===== src/rtl/coal_trk_pkg.sv =====
package coal_trk_pkg;
    typedef enum logic [2:0] {
        ACT_HOLD,
        ACT_CLEAR,
        ACT_SYNC,
        ACT_LOAD,
        ACT_RETIRE,
        ACT_UNDERFLOW
    } trk_act_e;
endpackage


===== src/rtl/coal_popcount.sv =====
module coal_popcount #(
    parameter int W  = 8,
    parameter int CW = $clog2(W + 1)
) (
    input  logic [W-1:0]  bits_in,
    output logic [CW-1:0] ones
);
    always_comb begin
        ones = '0;
        for (int i = 0; i < W; i++) begin
            ones = ones + CW'(bits_in[i]);
        end
    end
endmodule


===== src/rtl/coal_eoi_match.sv =====
module coal_eoi_match #(
    parameter int NUM_DEST = 8,
    parameter int VEC_W    = 8
) (
    input  logic [NUM_DEST-1:0]       eoi_valid,
    input  logic [NUM_DEST*VEC_W-1:0] eoi_vec,
    input  logic [NUM_DEST-1:0]       pend,
    input  logic [NUM_DEST*VEC_W-1:0] stored_vec,
    output logic [NUM_DEST-1:0]       hit
);
    for (genvar g = 0; g < NUM_DEST; g++) begin : g_lane
        assign hit[g] = eoi_valid[g] && pend[g] &&
                        (eoi_vec[g*VEC_W +: VEC_W] == stored_vec[g*VEC_W +: VEC_W]);
    end
endmodule


===== src/rtl/coal_eoi_tracker.sv =====
module coal_eoi_tracker
    import coal_trk_pkg::*;
#(
    parameter int NUM_DEST = 8,
    parameter int VEC_W    = 8,
    localparam int CNT_W   = $clog2(NUM_DEST + 1)
) (
    input  logic                      clk,
    input  logic                      rst_n,
    input  logic                      src_req,
    output logic                      src_go,
    output logic                      src_coal,
    input  logic                      dlv_valid,
    input  logic                      dlv_fail,
    input  logic [NUM_DEST-1:0]       dlv_map,
    input  logic [VEC_W-1:0]          dlv_vec,
    input  logic [NUM_DEST-1:0]       eoi_valid,
    input  logic [NUM_DEST*VEC_W-1:0] eoi_vec,
    input  logic                      sync_req,
    input  logic [NUM_DEST-1:0]       sync_pend,
    input  logic [VEC_W-1:0]          sync_vec,
    input  logic                      clr_req,
    output logic                      coalesced,
    output logic                      err_pulse,
    output logic [NUM_DEST-1:0]       pend_map,
    output logic [CNT_W-1:0]          pend_cnt
);
    typedef struct packed {
        logic [NUM_DEST-1:0]       map;
        logic [NUM_DEST*VEC_W-1:0] vec;
        logic [CNT_W-1:0]          cnt;
        logic                      err;
    } trk_st_t;

    trk_st_t st_d, st_q;
    trk_act_e act;

    logic [NUM_DEST-1:0] hit;
    logic [CNT_W-1:0]    dlv_ones, sync_ones, hit_ones;

    coal_eoi_match #(.NUM_DEST(NUM_DEST), .VEC_W(VEC_W)) u_match (
        .eoi_valid  (eoi_valid),
        .eoi_vec    (eoi_vec),
        .pend       (st_q.map),
        .stored_vec (st_q.vec),
        .hit        (hit)
    );

    coal_popcount #(.W(NUM_DEST), .CW(CNT_W)) u_pc_dlv  (.bits_in(dlv_map),   .ones(dlv_ones));
    coal_popcount #(.W(NUM_DEST), .CW(CNT_W)) u_pc_sync (.bits_in(sync_pend), .ones(sync_ones));
    coal_popcount #(.W(NUM_DEST), .CW(CNT_W)) u_pc_hit  (.bits_in(hit),       .ones(hit_ones));

    always_comb begin
        if (clr_req)                           act = ACT_CLEAR;
        else if (sync_req)                     act = ACT_SYNC;
        else if (dlv_valid && st_q.cnt == '0)  act = ACT_LOAD;
        else if (|hit && hit_ones > st_q.cnt)  act = ACT_UNDERFLOW;
        else if (|hit)                         act = ACT_RETIRE;
        else                                   act = ACT_HOLD;
    end

    always_comb begin
        st_d     = st_q;
        st_d.err = 1'b0;
        case (act)
            ACT_CLEAR: begin
                st_d.map = '0;
                st_d.cnt = '0;
            end
            ACT_SYNC, ACT_UNDERFLOW: begin
                st_d.map = sync_pend;
                st_d.cnt = sync_ones;
                for (int i = 0; i < NUM_DEST; i++) begin
                    if (sync_pend[i]) st_d.vec[i*VEC_W +: VEC_W] = sync_vec;
                end
                st_d.err = (act == ACT_UNDERFLOW);
            end
            ACT_LOAD: begin
                st_d.map = dlv_map;
                st_d.cnt = dlv_fail ? '0 : dlv_ones;
                for (int i = 0; i < NUM_DEST; i++) begin
                    if (dlv_map[i]) st_d.vec[i*VEC_W +: VEC_W] = dlv_vec;
                end
            end
            ACT_RETIRE: begin
                st_d.map = st_q.map & ~hit;
                st_d.cnt = st_q.cnt - hit_ones;
            end
            default: ;
        endcase
    end

    always_ff @(posedge clk or negedge rst_n) begin
        if (!rst_n) st_q <= '0;
        else        st_q <= st_d;
    end

    assign coalesced = (st_q.cnt != '0);
    assign src_coal  = src_req && coalesced;
    assign src_go    = src_req && !coalesced;
    assign err_pulse = st_q.err;
    assign pend_map  = st_q.map;
    assign pend_cnt  = st_q.cnt;


    src_drop_chk: assert property (@(posedge clk) disable iff (!rst_n)
        (src_req && pend_cnt != '0) |-> (src_coal && !src_go));

    dlv_load_chk: assert property (@(posedge clk) disable iff (!rst_n)
        (dlv_valid && !dlv_fail && !clr_req && !sync_req && pend_cnt == '0)
        |=> (pend_map == $past(dlv_map) && int'(pend_cnt) == $countones($past(dlv_map))));

    dlv_block_chk: assert property (@(posedge clk) disable iff (!rst_n)
        (dlv_valid && pend_cnt != '0 && !clr_req && !sync_req && eoi_valid == '0)
        |=> ($stable(pend_map) && $stable(pend_cnt)));

    cnt_bound_chk: assert property (@(posedge clk) disable iff (!rst_n)
        int'(pend_cnt) <= $countones(pend_map));

    clr_empty_chk: assert property (@(posedge clk) disable iff (!rst_n)
        clr_req |=> (pend_cnt == '0 && pend_map == '0));

    err_single_chk: assert property (@(posedge clk) disable iff (!rst_n)
        err_pulse |=> !err_pulse);
endmodule


===== config.mk =====
export PLATFORM = sky130hd
export DESIGN_NAME = coal_eoi_tracker
export DESIGN_NICKNAME = d
export VERILOG_FILES = /design/src/rtl/coal_trk_pkg.sv /design/src/rtl/coal_popcount.sv /design/src/rtl/coal_eoi_match.sv /design/src/rtl/coal_eoi_tracker.sv
export SDC_FILE = /design/constraint.sdc
export NUM_CORES = 1
export LEC_CHECK = 0
export ABC_AREA = 1
export CAP_MARGIN = 20
export CORE_ASPECT_RATIO = 0.9
export CORE_MARGIN = 2
export CORE_UTILIZATION = 51
export CTS_CLUSTER_DIAMETER = 80
export DETAILED_ROUTE_END_ITERATION = 6
export PLACE_DENSITY = 0.86
export SLEW_MARGIN = 20
export SYNTH_ARGS = -nofsm -noshare
export SYNTH_HDL_FRONTEND = slang
export SYNTH_SLANG_ARGS = --single-unit

===== constraint.sdc =====
create_clock -name clk -period 5.3 [get_ports clk]
set_input_delay 1.06 -clock clk [delete_from_list [all_inputs] [get_ports clk]]
set_output_delay 1.06 -clock clk [all_outputs]
set_load 0.03 [all_outputs]

==> results.toml <==
[synthesis]
synthTopCellsByCount = "nand2_1, inv_1, nand3_1"
avgSynthCellArea_sq_um = 7.45
yosysSeqAreaShare_pct = 35.1
synth_flop_cell = "dfrtp_1"
ys_seq_elements = 77
synth_edf_count = 0
syn_nets = 876
synthTopCellsByArea = "dfrtp_1, nand2_1, nand3_1"
async_reset_ff_share_pct = 100
syn-cell-area_sq_mm = 0.00550
synth_top_area_cell = "dfrtp_1"
synth.most_common_cell = "nand2_1"
yosysWarnings = 0
syn_inst = 738
synth_top_area_share_pct = 35.1
ys_types = 39

[grt]
grt_pass1_vias = 4972
grt_usage_pct = 27.1
use_met3_pct = 4.86
top_usage_layer = "met2"
antenna_found_initial = 0
gr-usage-met2_pct = 43.3
met1_usage_pct = 36.4
grt_pass1_wl_microns = 24300
grt_max_degree = 78
grt-ovfl-total = 0

[critical_path]
worstSetupPathType = "in -> reg"
crit_path_start = "eoi_vec[14]"
crit_end = "st_q[12]"
path_max_fanout = 8
regToRegSetupSlack_ns = 0.60
r2r-end = "st_q[12]"
r2r_start = "st_q[14]"
cp.arrival_ns = 5.47
worstSetupEndpointType = "flop"
cp-start-kind = "primary input"
reg2reg_depth = 18
worstPathRequired_ns = 5.58

[clock_network]
htree_levels = 3
numCtsBuffers = 9
clock_path_buffers = 2
clkTransAtPathRegs_ns = 0.06
postCtsHoldBufs = 0
cts-root-buf = "clkbuf_16"
cts_tree = "done"
insertion_delay_ns = 0.34
cts.sinks = 77

[sta]
whs_ns = 0.519
max_freq_mhz = 193
fin_skew_ns = 0.00896
finalHoldViolations = 0
finalCritPeriodShare_pct = 97.9
period_needed_ns = 5.19
slew_viol_final = 0
slew_headroom_pct = 32.9
setup_violations = 0
tightest_slew_ns = 1.01

[min_path]
hold_path_class = "reg -> reg"

[cells_and_area]
num_antenna_cells = 0
fillers = 784
final_net_count = 1015
drive_above_1_share_pct = 12.1
syn_to_final_growth_pct = 35.2
multiInputGateArea_sq_mm = 0.00318
register_area_sq_mm = 0.00193

[floorplanning]
initial_core_util_pct = 53.0
ios = 127
die-height_microns = 102
core-area_sq_mm = 0.0104
fp.dieW_microns = 113
die_area_sq_mm = 0.0116
num_rows = 35

[routing]
vias = 5316
finalWirelength_microns = 15500
ant_nets = 0
drtIter0Drc = 406
firstDrtPassIters = 5
vias_per_cell = 5.26
drc = 0
avgRoutedWirePerCell_microns = 15.3

[pwr]
total_power_mw = 2.23
vdd_drop_max_mv = 0.196
p_leak_nw = 3.93
power.density_mw_per_mm2 = 300

[placement]
dp_hpwl_microns = 10700
port_buffers = 126
routabilityCongestion = 0.920

[outcome]
status = "finished, final reports clean"

[run]
maxCapViolations = 0
[logic make-up (layout without fill, tap and decap cells)]
logic type	count (synthesis)	in the layout	synth area share [%]
flip-flops	77	77	35.1
AO/OA/AOI/OAI	19	19	2.55
buffers and inverters	127	267	9.99
adder cells (fa/ha/maj)	27	27	7.92
XOR/XNOR	32	32	5.10
AND/OR/NAND/NOR	456	460	39.4
[worst min-delay path by stage]
stage / slack [ns] / start / end / depth (start not counted)
after floorplan: 0.47 / pend_map[7] / pend_map[7] / 2
after global placement: 0.49 / st_q[12] / st_q[12] / 2
after detailed placement: 0.50 / st_q[38] / st_q[38] / 2
after CTS: 0.51 / st_q[8] / st_q[8] / 2
after global routing: 0.55 / st_q[34] / st_q[34] / 2
final: 0.52 / st_q[10] / st_q[10] / 2
[power by group]
part / switching, mW / internal, mW / leakage, nW / total (mW)
Combinational: 0.395 / 0.323 / 2.80 / 0.718
Sequential: 0.119 / 0.725 / 0.972 / 0.844
Clock: 0.253 / 0.413 / 0.153 / 0.665
Total: 0.767 / 1.46 / 3.93 / 2.23
[sequential cells by signal, indices dropped and copies added (netlist names)]
name	cells
pend_map	8
err_pulse	1
st_q	64
pend_cnt	4
[routing by layer]
metal / vias to the layer above / part of all wire (%)
met5: - / 0
met4: 0 / 3.4
met3: 44 / 7.0
met2: 232 / 47
met1: 2477 / 43
li1: 2563 / -
[repair_timing]
item                                    CTS  global route
gates resized for setup                  26            34
endpoints found under the setup margin   76            76
buffers inserted                          3             4
pin swaps                                20            24
gates cloned                              5             0
[final cells by class]
type                       count  area share [%]
tap                          129            2.17
clock buffer                  10            3.08
timing repair buffer         141            19.3
clock inverter                 6            1.16
inverter                     110            5.55
multi-input combinational    538            42.8
sequential                    77            25.9
[metrics by stage]
stage / area (sq um) / utilization [%] / setup slack, ns / cells / setup TNS [ns]
floorplan: 5500 / - / 0.0165 / 738 / 0
global placement: 6850 / 66.0 / -0.613 / 984 / -43.90
detailed placement: 6850 / 66.0 / -0.755 / 984 / -54.49
CTS: 7330 / 70.6 / 0.00449 / 1008 / 0
global route: 7430 / 71.6 / -0.0230 / 1011 / -0.146
finish: 7430 / 71.6 / 0.113 / 1011 / 0
[placed cells by master (no fill, tap or decap), drive strengths merged, types with 3 or more instances in the layout]
master         count
fa                13
nor2              50
xnor2             11
o21ai              5
clkdlybuf4s15      3
nor3               3
nand4             11
dlygate4sd2        4
clkbuf            10
nand2            303
clkdlybuf4s50    105
ha                14
nand3             87
buf               16
xor2              21
inv              111
dlymetal6s2s      13
dfrtp             77
a21oi              4
[critical path, stage by stage]
cell and delay, ns:
dlygate4sd2_1 0.24, xnor2_1 0.15, nor4b_2 0.21, and3_4 0.24
ha_4 0.20, inv_2 0.05, fa_1 0.44, fa_1 0.52
fa_2 0.39, fa_2 0.45, fa_2 0.41, a31oi_4 0.19
o2111ai_4 0.17, nand2_4 0.18, buf_12 0.20, nand2_8 0.09
nand2_8 0.11, nand2_2 0.06, nand2_2 0.09
(Power assumes the default switching activity.)
